File: src/rtl/branch_decide_pkg.sv
package branch_decide_pkg;

    // Instruction class in the two top opcode bits
    typedef enum logic [1:0] {
        CLS_XFER   = 2'b00,
        CLS_ALU    = 2'b01,
        CLS_BRANCH = 2'b10,
        CLS_CTRL   = 2'b11
    } instr_class_e;

    // Branch kind in the three low opcode bits
    typedef enum logic [2:0] {
        BR_FLAG_CLR = 3'd0,
        BR_FLAG_SET = 3'd1,
        BR_ZERO_DEC = 3'd2,
        BR_NZ_DEC   = 3'd3,
        BR_EQ       = 3'd4,
        BR_NE       = 3'd5,
        BR_GT       = 3'd6,
        BR_GE       = 3'd7
    } branch_kind_e;

    typedef enum logic {
        ST_IDLE   = 1'b0,
        ST_RESULT = 1'b1
    } seq_state_e;

endpackage

File: src/rtl/bd_class_decode.sv
module bd_class_decode
    import branch_decide_pkg::*;
#(
    parameter int OPW = 8
) (
    input  logic [OPW-1:0] opcode_i,
    output logic           is_branch_o,
    output branch_kind_e   kind_o
);
    instr_class_e cls;

    always_comb begin
        cls         = instr_class_e'(opcode_i[OPW-1 -: 2]);
        // Branch class with the reserved middle bits clear
        is_branch_o = (cls == CLS_BRANCH) && (opcode_i[OPW-3:3] == '0);
        kind_o      = branch_kind_e'(opcode_i[2:0]);
    end
endmodule

File: src/rtl/bd_subtract.sv
module bd_subtract #(
    parameter int DW = 16
) (
    input  logic [DW-1:0] a_i,
    input  logic [DW-1:0] b_i,
    output logic [DW-1:0] diff_o,
    output logic          no_borrow_o,
    output logic          zero_o,
    output logic          neg_o
);
    logic borrow;

    always_comb begin
        {borrow, diff_o} = {1'b0, a_i} - {1'b0, b_i};
        no_borrow_o      = ~borrow;
        zero_o           = (diff_o == '0);
        neg_o            = diff_o[DW-1];
    end
endmodule

File: src/rtl/bd_cond_select.sv
module bd_cond_select
    import branch_decide_pkg::*;
(
    input  logic         is_branch_i,
    input  branch_kind_e kind_i,
    input  logic         flag_sel_i,
    input  logic         no_borrow_i,
    input  logic         zero_i,
    output logic         take_o,
    output logic         dec_write_o,
    output logic         flag_update_o
);
    // For the decrement kinds the subtrahend is 1, so no borrow means operand nonzero
    always_comb begin
        take_o        = 1'b0;
        dec_write_o   = 1'b0;
        flag_update_o = 1'b0;
        if (is_branch_i) begin
            unique case (kind_i)
                BR_FLAG_CLR: take_o = ~flag_sel_i;
                BR_FLAG_SET: take_o = flag_sel_i;
                BR_ZERO_DEC: begin
                    take_o        = ~no_borrow_i;
                    dec_write_o   = no_borrow_i;
                    flag_update_o = 1'b1;
                end
                BR_NZ_DEC: begin
                    take_o        = no_borrow_i;
                    dec_write_o   = ~no_borrow_i;
                    flag_update_o = 1'b1;
                end
                BR_EQ: begin
                    take_o        = zero_i;
                    flag_update_o = 1'b1;
                end
                BR_NE: begin
                    take_o        = ~zero_i;
                    flag_update_o = 1'b1;
                end
                BR_GT: begin
                    take_o        = no_borrow_i & ~zero_i;
                    flag_update_o = 1'b1;
                end
                BR_GE: begin
                    take_o        = no_borrow_i;
                    flag_update_o = 1'b1;
                end
                default: take_o = 1'b0;
            endcase
        end
    end
endmodule

File: src/rtl/branch_decide.sv
module branch_decide
    import branch_decide_pkg::*;
#(
    parameter int DW          = 16,
    parameter int AW          = 16,
    parameter int OPW         = 8,
    parameter int INSTR_WORDS = 2
) (
    input  logic           clk,
    input  logic           rst_n,
    input  logic           in_valid_i,
    input  logic [OPW-1:0] opcode_i,
    input  logic [DW-1:0]  rd_val_i,
    input  logic [DW-1:0]  rs2_val_i,
    input  logic           flag_sel_i,
    input  logic [AW-1:0]  target_i,
    input  logic [AW-1:0]  pc_i,
    output logic           out_valid_o,
    output logic           take_o,
    output logic [AW-1:0]  next_pc_o,
    output logic           rd_we_o,
    output logic [DW-1:0]  rd_wdata_o,
    output logic           flag_c_o,
    output logic           flag_z_o,
    output logic           flag_n_o
);
    localparam logic [AW-1:0] PC_STEP = AW'(INSTR_WORDS);

    seq_state_e   state_q, state_d;
    logic         is_branch;
    branch_kind_e kind;
    logic [DW-1:0] subtrahend, diff;
    logic         no_borrow, zero, neg;
    logic         take_d, dec_write, flag_update;
    logic [AW-1:0] next_pc_d;

    bd_class_decode #(.OPW(OPW)) u_decode (
        .opcode_i    (opcode_i),
        .is_branch_o (is_branch),
        .kind_o      (kind)
    );

    // One subtractor serves both the decrement and the compare kinds
    always_comb begin
        if (kind == BR_ZERO_DEC || kind == BR_NZ_DEC)
            subtrahend = DW'(1);
        else
            subtrahend = rs2_val_i;
    end

    bd_subtract #(.DW(DW)) u_sub (
        .a_i         (rd_val_i),
        .b_i         (subtrahend),
        .diff_o      (diff),
        .no_borrow_o (no_borrow),
        .zero_o      (zero),
        .neg_o       (neg)
    );

    bd_cond_select u_select (
        .is_branch_i   (is_branch),
        .kind_i        (kind),
        .flag_sel_i    (flag_sel_i),
        .no_borrow_i   (no_borrow),
        .zero_i        (zero),
        .take_o        (take_d),
        .dec_write_o   (dec_write),
        .flag_update_o (flag_update)
    );

    always_comb next_pc_d = take_d ? target_i : (pc_i + PC_STEP);

    // Next-state logic
    always_comb begin
        unique case (state_q)
            ST_IDLE:   state_d = in_valid_i ? ST_RESULT : ST_IDLE;
            ST_RESULT: state_d = in_valid_i ? ST_RESULT : ST_IDLE;
            default:   state_d = ST_IDLE;
        endcase
    end

    // State register
    always_ff @(posedge clk) begin
        if (!rst_n) state_q <= ST_IDLE;
        else        state_q <= state_d;
    end

    assign out_valid_o = (state_q == ST_RESULT);

    // Output registers
    always_ff @(posedge clk) begin
        if (!rst_n) begin
            take_o     <= 1'b0;
            next_pc_o  <= '0;
            rd_we_o    <= 1'b0;
            rd_wdata_o <= '0;
            flag_c_o   <= 1'b0;
            flag_z_o   <= 1'b0;
            flag_n_o   <= 1'b0;
        end else if (in_valid_i) begin
            take_o     <= take_d;
            next_pc_o  <= next_pc_d;
            rd_we_o    <= dec_write;
            rd_wdata_o <= diff;
            if (flag_update) begin
                flag_c_o <= no_borrow;
                flag_z_o <= zero;
                flag_n_o <= neg;
            end
        end else begin
            take_o  <= 1'b0;
            rd_we_o <= 1'b0;
        end
    end

    // Checks on the sequencing and results
    assert_issue_result_R10: assert property (@(posedge clk) disable iff (!rst_n)
        in_valid_i |=> out_valid_o);

    assert_quiet_hold_R10: assert property (@(posedge clk) disable iff (!rst_n)
        !in_valid_i |=> (!out_valid_o && !take_o && !rd_we_o && $stable(next_pc_o)
                         && $stable({flag_c_o, flag_z_o, flag_n_o})));

    assert_write_excludes_take_R3: assert property (@(posedge clk) disable iff (!rst_n)
        rd_we_o |-> !take_o);

    assert_dec_value_R4: assert property (@(posedge clk) disable iff (!rst_n)
        in_valid_i |=> (!rd_we_o || rd_wdata_o == $past(rd_val_i) - DW'(1)));

    assert_pc_select_R8: assert property (@(posedge clk) disable iff (!rst_n)
        in_valid_i |=> (take_o ? (next_pc_o == $past(target_i))
                               : (next_pc_o == $past(pc_i) + PC_STEP)));

    assert_other_class_R1: assert property (@(posedge clk) disable iff (!rst_n)
        (in_valid_i && opcode_i[OPW-1 -: 2] != 2'b10) |=>
            (!take_o && !rd_we_o && $stable({flag_c_o, flag_z_o, flag_n_o})));

    assert_flag_test_keeps_flags_R2: assert property (@(posedge clk) disable iff (!rst_n)
        (in_valid_i && opcode_i[OPW-1:1] == '1 << (OPW-1) >> 1) |=>
            $stable({flag_c_o, flag_z_o, flag_n_o}));

    assert_cmp_zero_R6: assert property (@(posedge clk) disable iff (!rst_n)
        (in_valid_i && opcode_i[OPW-1:2] == 6'b100001) |=>
            (flag_z_o == ($past(rd_val_i) == $past(rs2_val_i))));
endmodule

File: config.mk
export PLATFORM = sky130hd
export DESIGN_NAME = branch_decide
export DESIGN_NICKNAME = d
export VERILOG_FILES = /design/src/rtl/branch_decide_pkg.sv /design/src/rtl/bd_class_decode.sv /design/src/rtl/bd_subtract.sv /design/src/rtl/bd_cond_select.sv /design/src/rtl/branch_decide.sv
export SDC_FILE = /design/constraint.sdc
export NUM_CORES = 1
export LEC_CHECK = 0
export ABC_AREA = 1
export BUFFER_PORTS_ARGS = -buffer_cell sky130_fd_sc_hd__buf_2
export CORE_ASPECT_RATIO = 0.7
export CORE_MARGIN = 5
export CORE_UTILIZATION = 30
export DETAILED_ROUTE_END_ITERATION = 8
export PLACE_DENSITY = 0.62
export SYNTH_ARGS = -nofsm -noshare
export SYNTH_HDL_FRONTEND = slang
export SYNTH_SLANG_ARGS = --single-unit
File: constraint.sdc
create_clock -name clk -period 8.1 [get_ports clk]
set_input_delay 1.62 -clock clk [delete_from_list [all_inputs] [get_ports clk]]
set_output_delay 1.62 -clock clk [all_outputs]
set_load 0.01 [all_outputs]
==> results.md <==
Status:
- The flow ran to the end, and the final reports show no timing, DRC or antenna violations.

Worst setup path:
- The largest delay contributor family on the critical path is simple AND/OR/NAND/NOR gates.
- The most used cell along the critical path is nand2_1.
- Across all register-to-register paths, the minimum setup slack is 7.38 ns.
- The worst setup path is launched from an input port.
- STA puts the critical path data required time at approximately 8.3 ns.
- The capturing point of the worst reg2reg path is rd_wdata_o[5].
- The critical path goes through buf_2 > inv_1 > nor2_1 > or2_2 > ha_1 > fa_1 > inv_1 > nand3_1 > nand2_1 > nand3_1 > nand3_1 > nand2_1 > nand2_1 > nand2_1 > nor2_2 > nand3_1 > nand2_1 > nand2_1 > nor2_2 > nand2_4 > nand2_4 > nand2_1 > nand3_1 > a21oi_1.
- The data arrival time of the worst path is between 4 and 5 ns.
- The number of buffers and inverters on the critical path is 3.
- The largest incremental delay on the critical path is 0.41 ns.
- The cell with the biggest individual delay on the critical path is fa_1.
- The worst register-to-register path begins at rd_wdata_o[5].
- The path type of the worst setup path is input port to register.
- STA classifies the critical path endpoint as a register.
- The most critical setup path has its startpoint at opcode_i[1].
- Counting cells, the worst reg-to-reg path comes to 4.
- The maximum fanout encountered on the critical timing path is 17.

Clock network:
- The number of clock buffers added by TritonCTS is 5.
- For this design, the CTS-stage hold fixing added 0 buffers.
- The number of resized instances in the post-cts repair step is 0.
- After clock tree synthesis, the clock-pin slew on the worst setup and hold paths is approximately 0.06 ns.
- The number of buffers inserted by post-CTS setup repair is 0.
- The deepest clock path buffer count is 2.
- CTS saw 38 sinks.
- TritonCTS built the clock tree.
- The clock reaches the later pin of the worst-skew pair after approximately 0.28 ns.
- CTS built an H-tree with a depth of 2.
- In this run the clock root is driven by a clkbuf_16.

Global route:
- The first global-routing pass estimated approximately 16000 um of wire.
- The aggregate global routing overflow is 0.
- Across every metal layer, demand over resource in global routing totals between 10 and 15%.
- The number of antenna violations at the first check in global routing came to 0.
- The pin count of the biggest net entering global routing is 41.
- The via count of the first global-routing pass is roughly 3200.

Synthesis:
- Of the synthesized area, sequential elements account for 22.8%.
- Counting flops with an async set or reset pin after synthesis yields a share of 0%.
- The synthesized netlist net count is 640.
- The share of synthesized area in the top cell type comes to a little under a quarter.
- In the synthesized netlist the dominant register cell turns out to be dfxtp_1.
- By area the synthesized netlist is led by dfxtp_1 (23%), nand2_1 (19%), inv_1 (11%), nand3_1 (9.0%), ha_1 (6.7%).
- By count the netlist is led by nand2_1 (168), inv_1 (98), nand3_1 (60), dfxtp_1 (38), nor2_1 (28).
- The synthesized design contains 0 enable-type register cells.
- The mean post-synth cell area is 6.12 um2.
- nand2_1 is the most common cell in the netlist.
- The count of unique library cells instantiated by Yosys is 38.
- The Yosys warning count is 0.
- The cell count after synthesis came out at roughly 550.
- The cell accounting for the most synthesized area is dfxtp_1.
- The area of the mapped netlist is around 3300 um2.
- The synthesized design contains 38 register bits.

Routing:
- The detailed router finished its first iteration with between 200 and 250 violations.
- The via-per-instance ratio is 4.37.
- The post-detailed-routing wire length is 9710 um.
- The per-cell routed wire length is about 12 um.
- The DRC violation count after routing is 0.
- The total via count in the routed design is about 3500.
- In this run the remaining antenna-violating nets after routing total 0.
- Before antenna repair, the detailed router went through 6 iterations.

Hold path:
- Along the worst hold path, the cell count comes to 2.
- The path class of the tightest hold or removal check is register to register.
- The startpoint of the worst hold path is next_pc_o[11].
- The worst hold path terminates at next_pc_o[11].

Floorplanning:
- The number of standard-cell rows in the floorplan is 32.
- The die area is 13400 um2.
- The height of the die is between 90 and 100 um.
- about 110 I/O pins were placed.
- After floorplanning, the core was sized to cover 10900 um2.
- The die is 136 um wide.
- The initial utilization of the core area, before any placement, comes to a little under a third.

Place:
- The congestion estimate from routability-driven global placement came to between 0.8 and 0.9.
- The area of placed instances is 3970 um2.
- Before CTS, the worst setup slack after placement is about 3.2 ns.
- The number of buffers added on ports is ~110.
- Detailed placement finished with a half-perimeter wire length of around 8000 um.

Timing:
- Across all hold checks on the routed design, the worst slack comes to approximately 0.46 ns.
- In the finished design, the share of the clock period the worst path needs comes to 56.4%.
- The post-route minimum period is approximately 4.6 ns.
- After layout, the worst setup slack is ~3.5 ns.
- The actual transition at the worst max-transition pin is around 0.96 ns.
- The final count of pins violating max slew was 0.
- Setup repair after global routing left no endpoint under its margin.
- The highest clock frequency the design can meet is ~220 MHz.
- The clock arrives with 0 ns of skew.
- The aggregate negative setup slack is 0 ns.
- Measured against its own limit, the worst slew margin works out to 35.9%.
- The number of failing hold endpoints at the final stage is 0.
- The number of setup violations in the final report is 0.

Cells and area:
- Once layout is complete, the utilization of the core stands at 37.9%.
- The number of diodes is 0.
- The final instance area is roughly 4100 um2.
- The share of final-layout standard cells stronger than drive strength 1 is around 25%.
- For this run, the post-layout net count is roughly 750.
- The synthesis-to-finish area growth is 24.1%.

Job:
- The tool flagged a number of max-cap violations equal to 0.

Power:
- Dividing total power by cell area gives a power density of roughly 150 nW/um2.
- The peak supply drop is around 0.00010 V.
- The leakage power is roughly 0.0024 uW.
-- cells in the final DEF, fill, tap and decap left out --
master and instances:
a21oi_1 26, and2_1 1, bufinv_16 1, o211ai_1 10
nand3_1 60, clkinv_1 1, clkinvlp_4 2, fa_1 1
o21ai_0 11, clkbuf_16 5, a31oi_2 1, nand2_4 2
nand3_2 4, o2111a_1 1, nand3b_1 5, or2_2 2
nor3_4 1, buf_2 113, xnor2_1 5, nor4b_1 1
ha_1 18, nor3b_1 1, inv_1 98, dfxtp_1 38
and2_4 1, nor2_1 28, nor2_2 5, nand2_1 168
xor2_1 9, or2_0 1, nand2_2 18, nand4_1 7
nor3_1 2, nor3_2 2, inv_2 3
-- how the worst max path moves through the flow --
stage,endpoint,cells past startpoint
floorplan,next_pc_o[10],25
global route,next_pc_o[5],25
detailed placement,next_pc_o[4],25
CTS,next_pc_o[4],25
global placement,next_pc_o[7],24
finish,next_pc_o[3],24
-- worst register-to-register path, stage by stage, from the launching register on --
cell and delay (ns):
dfxtp_1 0.33, nor2_1 0.04, nor2_1 0.10, o21ai_0 0.11, inv_1 0.08
-- through the flow --
stage	power (uW)	instances
after CTS	648	805
after global routing	689	805
after floorplan	357	545
after global placement	421	797
after detailed placement	421	797
final	640	805
-- cell type report --
cell class              instances  area, um2
fillers                      1235       6790
multi-input cells             391       2070
flip-flops and latches         38        761
repair buffers                113        566
inverters                     102        383
well taps                     153        191
clock buffers                   5        125
clock inverters                 3       45.0
-- cell families after synthesis --
family	Yosys count	share of synthesized area (%)
buffers and inverters	116	15.1
and+or+nand+nor	309	42.6
DFF	38	22.8
AOI/OAI and AO/OA	49	8.51
adders and majority gates	19	7.35
xor gates and xnor gates	14	3.67
-- registers in the layout, indices dropped and copies added, names as in the netlist --
register and count:
next_pc_o 16, flag_c_o 1, flag_n_o 1, flag_z_o 1, rd_wdata_o 16, out_valid_o 1
rd_we_o 1, take_o 1
-- report_power, final --
part,internal [uW],switching (uW)
combinational,78.1,132
sequential,200,7.10
clock,145,77.7
total,424,217
-- per-layer routing --
metal  up-vias  part of all wire, %  track usage, %
met5         -                    0               0
met4         0                 0.35            1.63
met3         4                  8.8            4.84
met2        89                   39            19.9
met1      1506                   52            22.2
li1       1917                    -               -
Note: power is estimated with default switching activity, not from simulation.
